==> src/rtl/syn_router.sv <==
module syn_router #(
  parameter int AW        = 4,
  parameter int STRIDE_LG = 2,
  parameter int PW        = 2,
  parameter int CW        = 2,
  parameter int QW        = 4,
  parameter int DW        = 8,
  parameter int FIFO_LG   = 2
) (
  input  logic                 clk,
  input  logic                 rst_n,
  input  logic                 in_valid,
  output logic                 in_ready,
  input  logic [AW-1:0]        in_addr,
  input  logic                 sp_valid,
  output logic                 sp_ready,
  input  logic [AW-1:0]        sp_addr,
  output logic                 ram_rd,
  output logic [AW+STRIDE_LG-1:0] ram_addr,
  input  logic [AW+PW+CW+QW+DW+1:0] ram_rdata,
  output logic                 ev_valid,
  input  logic                 ev_ready,
  output logic [AW-1:0]        ev_addr,
  output logic [PW-1:0]        ev_psz,
  output logic [DW-1:0]        ev_drv,
  output logic                 out_valid,
  input  logic                 out_ready,
  output logic [AW-1:0]        out_addr
);
  localparam int F_PSZ  = AW;
  localparam int F_CNT  = F_PSZ + PW;
  localparam int F_PRB  = F_CNT + CW;
  localparam int F_DRV  = F_PRB + QW;
  localparam int F_MODE = F_DRV + DW;
  localparam int F_LAST = F_MODE + 1;
  localparam int WW     = F_LAST + 1;
  localparam int DEPTH  = 1 << FIFO_LG;

  typedef enum logic [2:0] {S_IDLE, S_RD, S_WT, S_EV, S_FWD} st_t;
  st_t st;

  logic [AW-1:0]        cur;
  logic                 arr;
  logic [STRIDE_LG-1:0] off;
  logic [WW-1:0]        wreg;
  logic [CW-1:0]        rep;
  logic [15:0]          lfsr;
  logic [AW-1:0]        fq [DEPTH];
  logic [FIFO_LG-1:0]   wp, rp;
  logic [FIFO_LG:0]     fcnt;

  wire gate  = lfsr[QW-1:0] < wreg[F_PRB +: QW];
  wire step  = (st == S_EV) && (!gate || ev_ready);
  wire empty = (fcnt == 0);
  wire pop   = (st == S_IDLE) && !empty;
  wire push  = sp_valid && sp_ready;

  assign sp_ready  = (fcnt != DEPTH[FIFO_LG:0]);
  assign in_ready  = (st == S_IDLE) && empty;
  assign ram_rd    = (st == S_RD);
  assign ram_addr  = {cur, off};
  assign ev_valid  = (st == S_EV) && gate;
  assign ev_addr   = wreg[AW-1:0];
  assign ev_psz    = wreg[F_PSZ +: PW];
  assign ev_drv    = wreg[F_DRV +: DW];
  assign out_valid = (st == S_FWD);
  assign out_addr  = cur;

  always_ff @(posedge clk or negedge rst_n) begin
    if (!rst_n) begin
      wp <= '0; rp <= '0; fcnt <= '0;
    end else begin
      if (push) begin
        fq[wp] <= sp_addr;
        wp <= wp + 1'b1;
      end
      if (pop) rp <= rp + 1'b1;
      fcnt <= fcnt + {{FIFO_LG{1'b0}}, push} - {{FIFO_LG{1'b0}}, pop};
    end
  end

  always_ff @(posedge clk or negedge rst_n) begin
    if (!rst_n) lfsr <= 16'hACE1;
    else if (step) lfsr <= {lfsr[14:0], lfsr[15] ^ lfsr[13] ^ lfsr[12] ^ lfsr[10]};
  end

  always_ff @(posedge clk or negedge rst_n) begin
    if (!rst_n) begin
      st <= S_IDLE; cur <= '0; arr <= 1'b0; off <= '0; wreg <= '0; rep <= '0;
    end else begin
      case (st)
        S_IDLE: begin
          off <= '0;
          if (pop) begin
            cur <= fq[rp]; arr <= 1'b1; st <= S_RD;
          end else if (in_valid) begin
            cur <= in_addr; arr <= 1'b0; st <= S_RD;
          end
        end
        S_RD: st <= S_WT;
        S_WT: begin
          wreg <= ram_rdata;
          rep  <= ram_rdata[F_CNT +: CW];
          st   <= (arr && off == '0 && !ram_rdata[F_MODE]) ? S_FWD : S_EV;
        end
        S_EV: if (step) begin
          if (rep == '0) begin
            if (wreg[F_LAST] || &off) st <= S_IDLE;
            else begin
              off <= off + 1'b1;
              st  <= S_RD;
            end
          end else rep <= rep - 1'b1;
        end
        S_FWD: if (out_ready) st <= S_IDLE;
        default: st <= S_IDLE;
      endcase
    end
  end

  AST_RD_WAIT: assert property (@(posedge clk) disable iff (!rst_n)
    ram_rd |=> !ram_rd && !ev_valid && !out_valid);
  AST_LFSR_HOLD: assert property (@(posedge clk) disable iff (!rst_n)
    ev_valid && !ev_ready |=> $stable(lfsr));
  AST_EV_HOLD: assert property (@(posedge clk) disable iff (!rst_n)
    ev_valid && !ev_ready |=> ev_valid && $stable(ev_addr) && $stable(ev_psz) && $stable(ev_drv));
  AST_SERIAL: assert property (@(posedge clk) disable iff (!rst_n)
    $onehot0({ev_valid, out_valid, ram_rd}));
  AST_QUEUE_FIRST: assert property (@(posedge clk) disable iff (!rst_n)
    (st == S_IDLE) && (fcnt != 0) |=> arr && ram_rd);
  AST_FWD_ARRAY: assert property (@(posedge clk) disable iff (!rst_n)
    out_valid |-> arr);
  AST_OUT_HOLD: assert property (@(posedge clk) disable iff (!rst_n)
    out_valid && !out_ready |=> out_valid && $stable(out_addr));
endmodule

==> config.mk <==
export PLATFORM = sky130hd
export DESIGN_NAME = syn_router
export DESIGN_NICKNAME = d
export VERILOG_FILES = /design/src/rtl/syn_router.sv
export SDC_FILE = /design/constraint.sdc
export NUM_CORES = 1
export LEC_CHECK = 0
export BUFFER_PORTS_ARGS = -buffer_cell sky130_fd_sc_hd__buf_4
export CAP_MARGIN = 20
export CELL_PAD_IN_SITES_DETAIL_PLACEMENT = 0
export CELL_PAD_IN_SITES_GLOBAL_PLACEMENT = 1
export CORE_ASPECT_RATIO = 0.75
export CORE_UTILIZATION = 48
export CTS_CLUSTER_SIZE = 16
export DETAILED_ROUTE_END_ITERATION = 7
export PLACE_DENSITY_LB_ADDON = 0.3
export SYNTH_ARGS = -nofsm -noshare
export SYNTH_HDL_FRONTEND = slang
export SYNTH_SLANG_ARGS = --single-unit
==> constraint.sdc <==
create_clock -name clk -period 6.2 [get_ports clk]
set_input_delay 1.24 -clock clk [delete_from_list [all_inputs] [get_ports clk]]
set_output_delay 1.24 -clock clk [all_outputs]
set_load 0.05 [all_outputs]
==> results of run 1 <==
[Yosys cell counts (all sizes together) (4+ instances only)]
cell / count / area (sq um)
a21oi: 6 / 30.0
and3: 4 / 25.0
buf: 26 / 195
dfrtp: 46 / 1150
dfstp: 8 / 210
edfxtp: 16 / 480
ha: 12 / 150
inv: 17 / 63.8
mux2: 33 / 405
mux2i: 4 / 40.0
mux4: 4 / 90.1
nand2: 11 / 48.8
nor2: 9 / 33.8
nor3: 4 / 20.0
o21ai: 11 / 58.8
xnor2: 7 / 61.3
[power breakdown]
group,switching (mW),internal (mW)
combinational,0.568,0.348
sequential,0.102,0.606
clock,0.151,0.192
[layer usage]
layer	vias up	track usage (%)	share of wire (%)
met5	-	0	0
met3	10	5.55	5.7
met1	939	24.0	50
li1	965	-	-
met2	54	24.5	43
met4	0	8.29	1.7
[cells by family after synthesis]
logic type	count (synthesis)
xor+xnor	8
compound gates	32
flops	70
fa+ha+maj	13
simple gates	43
buf+inv	45
mux	41
[final cells by class]
type / instances / area share, %
Sequential cell: 70 / 47.0
Multi-Input combinational cell: 137 / 31.5
Timing Repair Buffer: 65 / 12.4
Clock buffer: 16 / 4.88
Tap cell: 81 / 2.59
Inverter: 17 / 1.63
[worst max-delay path by stage]
stage                 start        to  cells past startpoint
global placement    lfsr[1]  ev_valid                      5
global route        lfsr[1]  ev_valid                      5
finish              lfsr[1]  ev_valid                      5
detailed placement  lfsr[1]  ev_valid                      5
floorplan           lfsr[1]  ev_valid                      4
CTS                 lfsr[1]  ev_valid                      5
[state kept, by name, summed over array words and instances (netlist names), 3 cells and up]
| register | count |
|---|---|
| st | 3 |
| out_addr | 4 |
| wreg | 19 |
| lfsr | 16 |
| fcnt | 3 |
| fq | 16 |
[stage by stage]
step	cells	power, mW	area (sq um)
3_5_place_dp	370	1.64	3730
5_1_grt	386	2.09	3920
4_1_cts	386	1.99	3920
6_report	386	1.97	3920
3_3_place_gp	370	1.62	3730
2_1_floorplan	252	1.49	3340
==> results.json, run 1 <==
{
  "die-area_sq_mm": 0.00730,
  "grt_pass1_vias": 1928,
  "ys_ff_latch": 70,
  "vias_per_cell": 5.10,
  "hold_viol_final": 0,
  "p_leak_nw": 1.77,
  "firstDrtPassIters": 8,
  "synth.area.mux_share_pct": 16.0,
  "min_to": "rep[1]",
  "antenna_found_initial": 0,
  "clk_latency_ns": 0.34,
  "dp_hpwl_mm": 3.88,
  "critical_path.max_fanout": 3,
  "critPathBufInv": 1,
  "fin_tns_setup_ns": 0,
  "clockBufferDepth": 2,
  "route.vias.total": 1968,
  "slew_viol_final": 0,
  "relSlewSlack_pct": 52.0,
  "worstMarginPinSlew_ns": 0.717,
  "critPathKind": "flip-flop to output pin",
  "rr_startpoint": "fcnt[1]",
  "grt_pass1_wl_mm": 9.29,
  "avgSynthCellArea_sq_um": 13.3,
  "grt.total_usage_pct": 17.2,
  "min_period_ns": 3.29,
  "drive_gt1_share_pct": 41.6,
  "max_freq_ghz": 0.304,
  "cts_buffers": 9,
  "crit_path_cell_trace": "ha_1, nor3b_1, nor2_1, a2111oi_0, buf_4",
  "synth_top_family_by_area": "multiplexers",
  "ctsResizeCount": 0,
  "slowest_stage": "dfrtp_1",
  "antenna_cells": 0,
  "r2r_slack_ns": 3.76,
  "reg2regPathDepth": 8,
  "finalWorstSetupSlack_ns": 2.91,
  "final_util_pct": 60.3,
  "synthCells": 252,
  "skew_ns": 0.00615,
  "rr_endpoint": "fcnt[2]",
  "io_buffers": 64,
  "clk_pin_slew_worst_paths_ns": 0.07,
  "grt_setup_unrepaired": "no",
  "area_growth_pct": 17.3,
  "holdCritStartpoint": "rep[1]",
  "gp_congestion": 0.782,
  "drtIter0Drc": 53,
  "hold_ws_ns": 0.507,
  "grt_max_degree": 59,
  "cts.sinks": 70,
  "startpoint_type": "flip-flop",
  "drc": 6,
  "std_cell_rows": 25,
  "regArea_sq_mm": 0.00184,
  "tritoncts": "built",
  "synthAdderAreaFrac_pct": 5.09,
  "ioPinCount": 65,
  "ys_seq_area_share_pct": 55.1,
  "core-area_sq_mm": 0.00651,
  "pre_cts_slack_ns": 3.24,
  "grt.overflow.total": 0,
  "synth_edf_count": 16,
  "multi_input_area_sq_mm": 0.00123,
  "cts_root_buf": "clkbuf_8",
  "peakVddDrop_uv": 196,
  "synth_nets": 301,
  "synthArstFlopShare_pct": 77.1,
  "yosys.area_share.xor_xnor_pct": 2.10,
  "die_y_um": 74.3,
  "yosysWarningCount": 0,
  "min_path_cells": 1,
  "worst_setup_path_end_kind": "output pin",
  "hold_buffers": 0,
  "htree_num_levels": 3,
  "cap_violations": 0,
  "final_common_cell": "buf_4",
  "wl_per_cell_um": 14.3,
  "layout_common_cells": "buf_4 (65), dfrtp_1 (46), mux2_2 (24)",
  "failed_checks": "DRC",
  "fillCellCount": 549,
  "p_per_area_mw_per_mm2": 502,
  "cpPeakStageDelay_ns": 0.39,
  "status": "complete, but fails checks",
  "crit_required_ns": 4.96,
  "post_cts_buffers": 0,
  "setup_violations": 0,
  "critPathTopFamily": "simple AND/OR/NAND/NOR gates",
  "synth_flop_cell": "dfrtp_1",
  "start_util_pct": 51.4,
  "ant_nets": 0,
  "crit_arrival_ns": 2.05,
  "wl_mm": 5.54,
  "min_path_type": "flip-flop to flip-flop",
  "die_w_um": 98.4,
  "nNetsFinal": 349,
  "period_share_pct": 53.0,
  "synth_compound_area_share_pct": 6.44,
  "netlist_area_sq_mm": 0.00334,
  "synthDistinctLibCells": 46,
  "synth_simple_gate_area_share_pct": 7.26
}
Note: power is estimated with default switching activity, not from simulation.
==> run 2: changes to the inputs <==
--- a/config.mk
+++ b/config.mk
@@ -10,7 +10,7 @@
 export CELL_PAD_IN_SITES_DETAIL_PLACEMENT = 0
 export CELL_PAD_IN_SITES_GLOBAL_PLACEMENT = 1
 export CORE_ASPECT_RATIO = 0.75
-export CORE_UTILIZATION = 48
+export CORE_UTILIZATION = 40
 export CTS_CLUSTER_SIZE = 16
 export DETAILED_ROUTE_END_ITERATION = 7
 export PLACE_DENSITY_LB_ADDON = 0.3
==> constraint.sdc (replaced) <==
create_clock -name clk -period 2.66 [get_ports clk]
set_input_delay 0.532 -clock clk [delete_from_list [all_inputs] [get_ports clk]]
set_output_delay 0.532 -clock clk [all_outputs]
set_load 0.05 [all_outputs]
==> results.json, run 2 (synthesis results as in run 1) <==
{
  "clk_latency_ns": 0.36,
  "cts.sinks": 70,
  "gp_congestion": 0.723,
  "dp_hpwl_mm": 4.12,
  "fin_tns_setup_ns": 0,
  "final_common_cell": "buf_4",
  "route.vias.total": 1998,
  "crit_required_ns": 2.13,
  "area_growth_pct": 20.4,
  "slowest_stage": "dfrtp_1",
  "nNetsFinal": 353,
  "grt_pass1_wl_mm": 9.62,
  "critical_path.max_fanout": 3,
  "setup_violations": 0,
  "ant_nets": 0,
  "min_to": "fq[2][0]",
  "period_share_pct": 89.6,
  "crit_path_cell_trace": "ha_1, nor3b_2, nor2_1, a2111oi_2, buf_4",
  "holdCritStartpoint": "sp_addr[0]",
  "drtIter0Drc": 52,
  "worst_setup_path_end_kind": "output pin",
  "largest_reg_flops": 19,
  "cts_root_buf": "clkbuf_8",
  "htree_num_levels": 3,
  "hold_ws_ns": 0.373,
  "hold_viol_final": 0,
  "io_buffers": 64,
  "cpPeakStageDelay_ns": 0.40,
  "grt.overflow.total": 0,
  "std_cell_rows": 28,
  "drc": 0,
  "die-area_sq_mm": 0.00873,
  "wl_mm": 5.86,
  "relSlewSlack_pct": 55.1,
  "layout_common_cells": "buf_4 (68), dfrtp_1 (46), mux2_2 (24)",
  "skew_ns": 0.00856,
  "critPathKind": "flip-flop to output pin",
  "status": "complete, no violations",
  "grt_setup_unrepaired": "no",
  "grt_max_degree": 54,
  "antenna_cells": 0,
  "grt.total_usage_pct": 15.0,
  "top_register": "wreg",
  "antenna_found_initial": 0,
  "p_per_area_mw_per_mm2": 1180,
  "clk_pin_slew_worst_paths_ns": 0.08,
  "startpoint_type": "flip-flop",
  "die_y_um": 81.2,
  "ioPinCount": 65,
  "cts_buffers": 9,
  "drive_gt1_share_pct": 44.0,
  "r2r_slack_ns": 0.55,
  "worstMarginPinSlew_ns": 0.673,
  "slew_viol_final": 0,
  "peakVddDrop_uv": 593,
  "core-area_sq_mm": 0.00799,
  "max_freq_ghz": 0.419,
  "min_path_type": "primary input to flip-flop",
  "rr_endpoint": "fcnt[2]",
  "reg2regPathDepth": 8,
  "grt_pass1_vias": 2004,
  "p_leak_nw": 1.81,
  "wl_per_cell_um": 14.1,
  "min_period_ns": 2.38,
  "cap_violations": 0,
  "rr_startpoint": "fcnt[1]",
  "start_util_pct": 41.8,
  "firstDrtPassIters": 4,
  "min_path_cells": 1,
  "crit_arrival_ns": 1.85,
  "vias_per_cell": 4.83,
  "die_w_um": 108,
  "top_regs": "wreg: 19 flops, fq: 16 flops, lfsr: 16 flops",
  "tritoncts": "built",
  "clockBufferDepth": 2
}
## run 2: final cells by class
| class | count | area (sq um) |
|---|---|---|
| clock buffers | 9 | 124 |
| well taps | 105 | 131 |
| multi-input cells | 137 | 1240 |
| flip-flops and latches | 70 | 1840 |
| repair buffers | 69 | 520 |
| fillers | 719 | 3970 |
| clock inverters | 7 | 96.3 |
| inverters | 17 | 63.8 |
## run 2: critical path: cells and delay by family (launching register included)
family                     cells  cell delay, ns
and+or+nand+nor                2            0.35
buffers and inverters          1            0.25
AOI/OAI and AO/OA              1            0.27
adders and majority gates      1            0.22
DFF                            1            0.40
## run 2: timing repair
| item | in CTS | in global routing |
|---|---|---|
| hold endpoints to repair | 1 | 0 |
| resized for setup | 0 | 1 |
| endpoints found under the setup margin | 0 | 1 |
| hold buffers | 1 | 0 |
| buffers inserted | 0 | 0 |
## run 2: per-layer routing
metal	vias up	GRT usage, %	part of all wire, %
li1	967	-	-
met1	971	19.9	50
met2	47	21.5	43
met3	13	6.58	6.0
met4	0	5.75	1.4
met5	-	0	0
## run 2: stage by stage
stage / utilization [%] / instance area [sq um] / setup WS [ns] / instances / power (mW)
floorplan: - / 3350 / 0.0627 / 252 / 3.48
global placement: 47.4 / 3790 / 0.566 / 397 / 3.81
detailed placement: 47.4 / 3790 / 0.512 / 397 / 3.85
CTS: 50.3 / 4020 / 0.114 / 414 / 4.82
global route: 50.4 / 4020 / 0.119 / 414 / 5.05
finish: 50.4 / 4020 / 0.275 / 414 / 4.75
## run 2: how the worst max path moves through the flow
stage / start / end / slack (ns) / depth (start not counted)
finish: lfsr[1] / ev_valid / 0.28 / 5
detailed placement: lfsr[1] / ev_valid / 0.51 / 5
CTS: lfsr[1] / ev_valid / 0.11 / 5
floorplan: lfsr[1] / ev_valid / 0.06 / 4
global route: st[0] / ev_valid / 0.12 / 3
global placement: lfsr[1] / ev_valid / 0.57 / 5
## run 2: where the power goes
part | internal, mW | switching [mW] | total (mW) | leakage, nW
Clock | 0.530 | 0.411 | 0.941 | 0.114
Combinational | 0.826 | 1.34 | 2.16 | 0.923
Sequential | 1.41 | 0.239 | 1.65 | 0.778
Total | 2.77 | 1.99 | 4.75 | 1.81
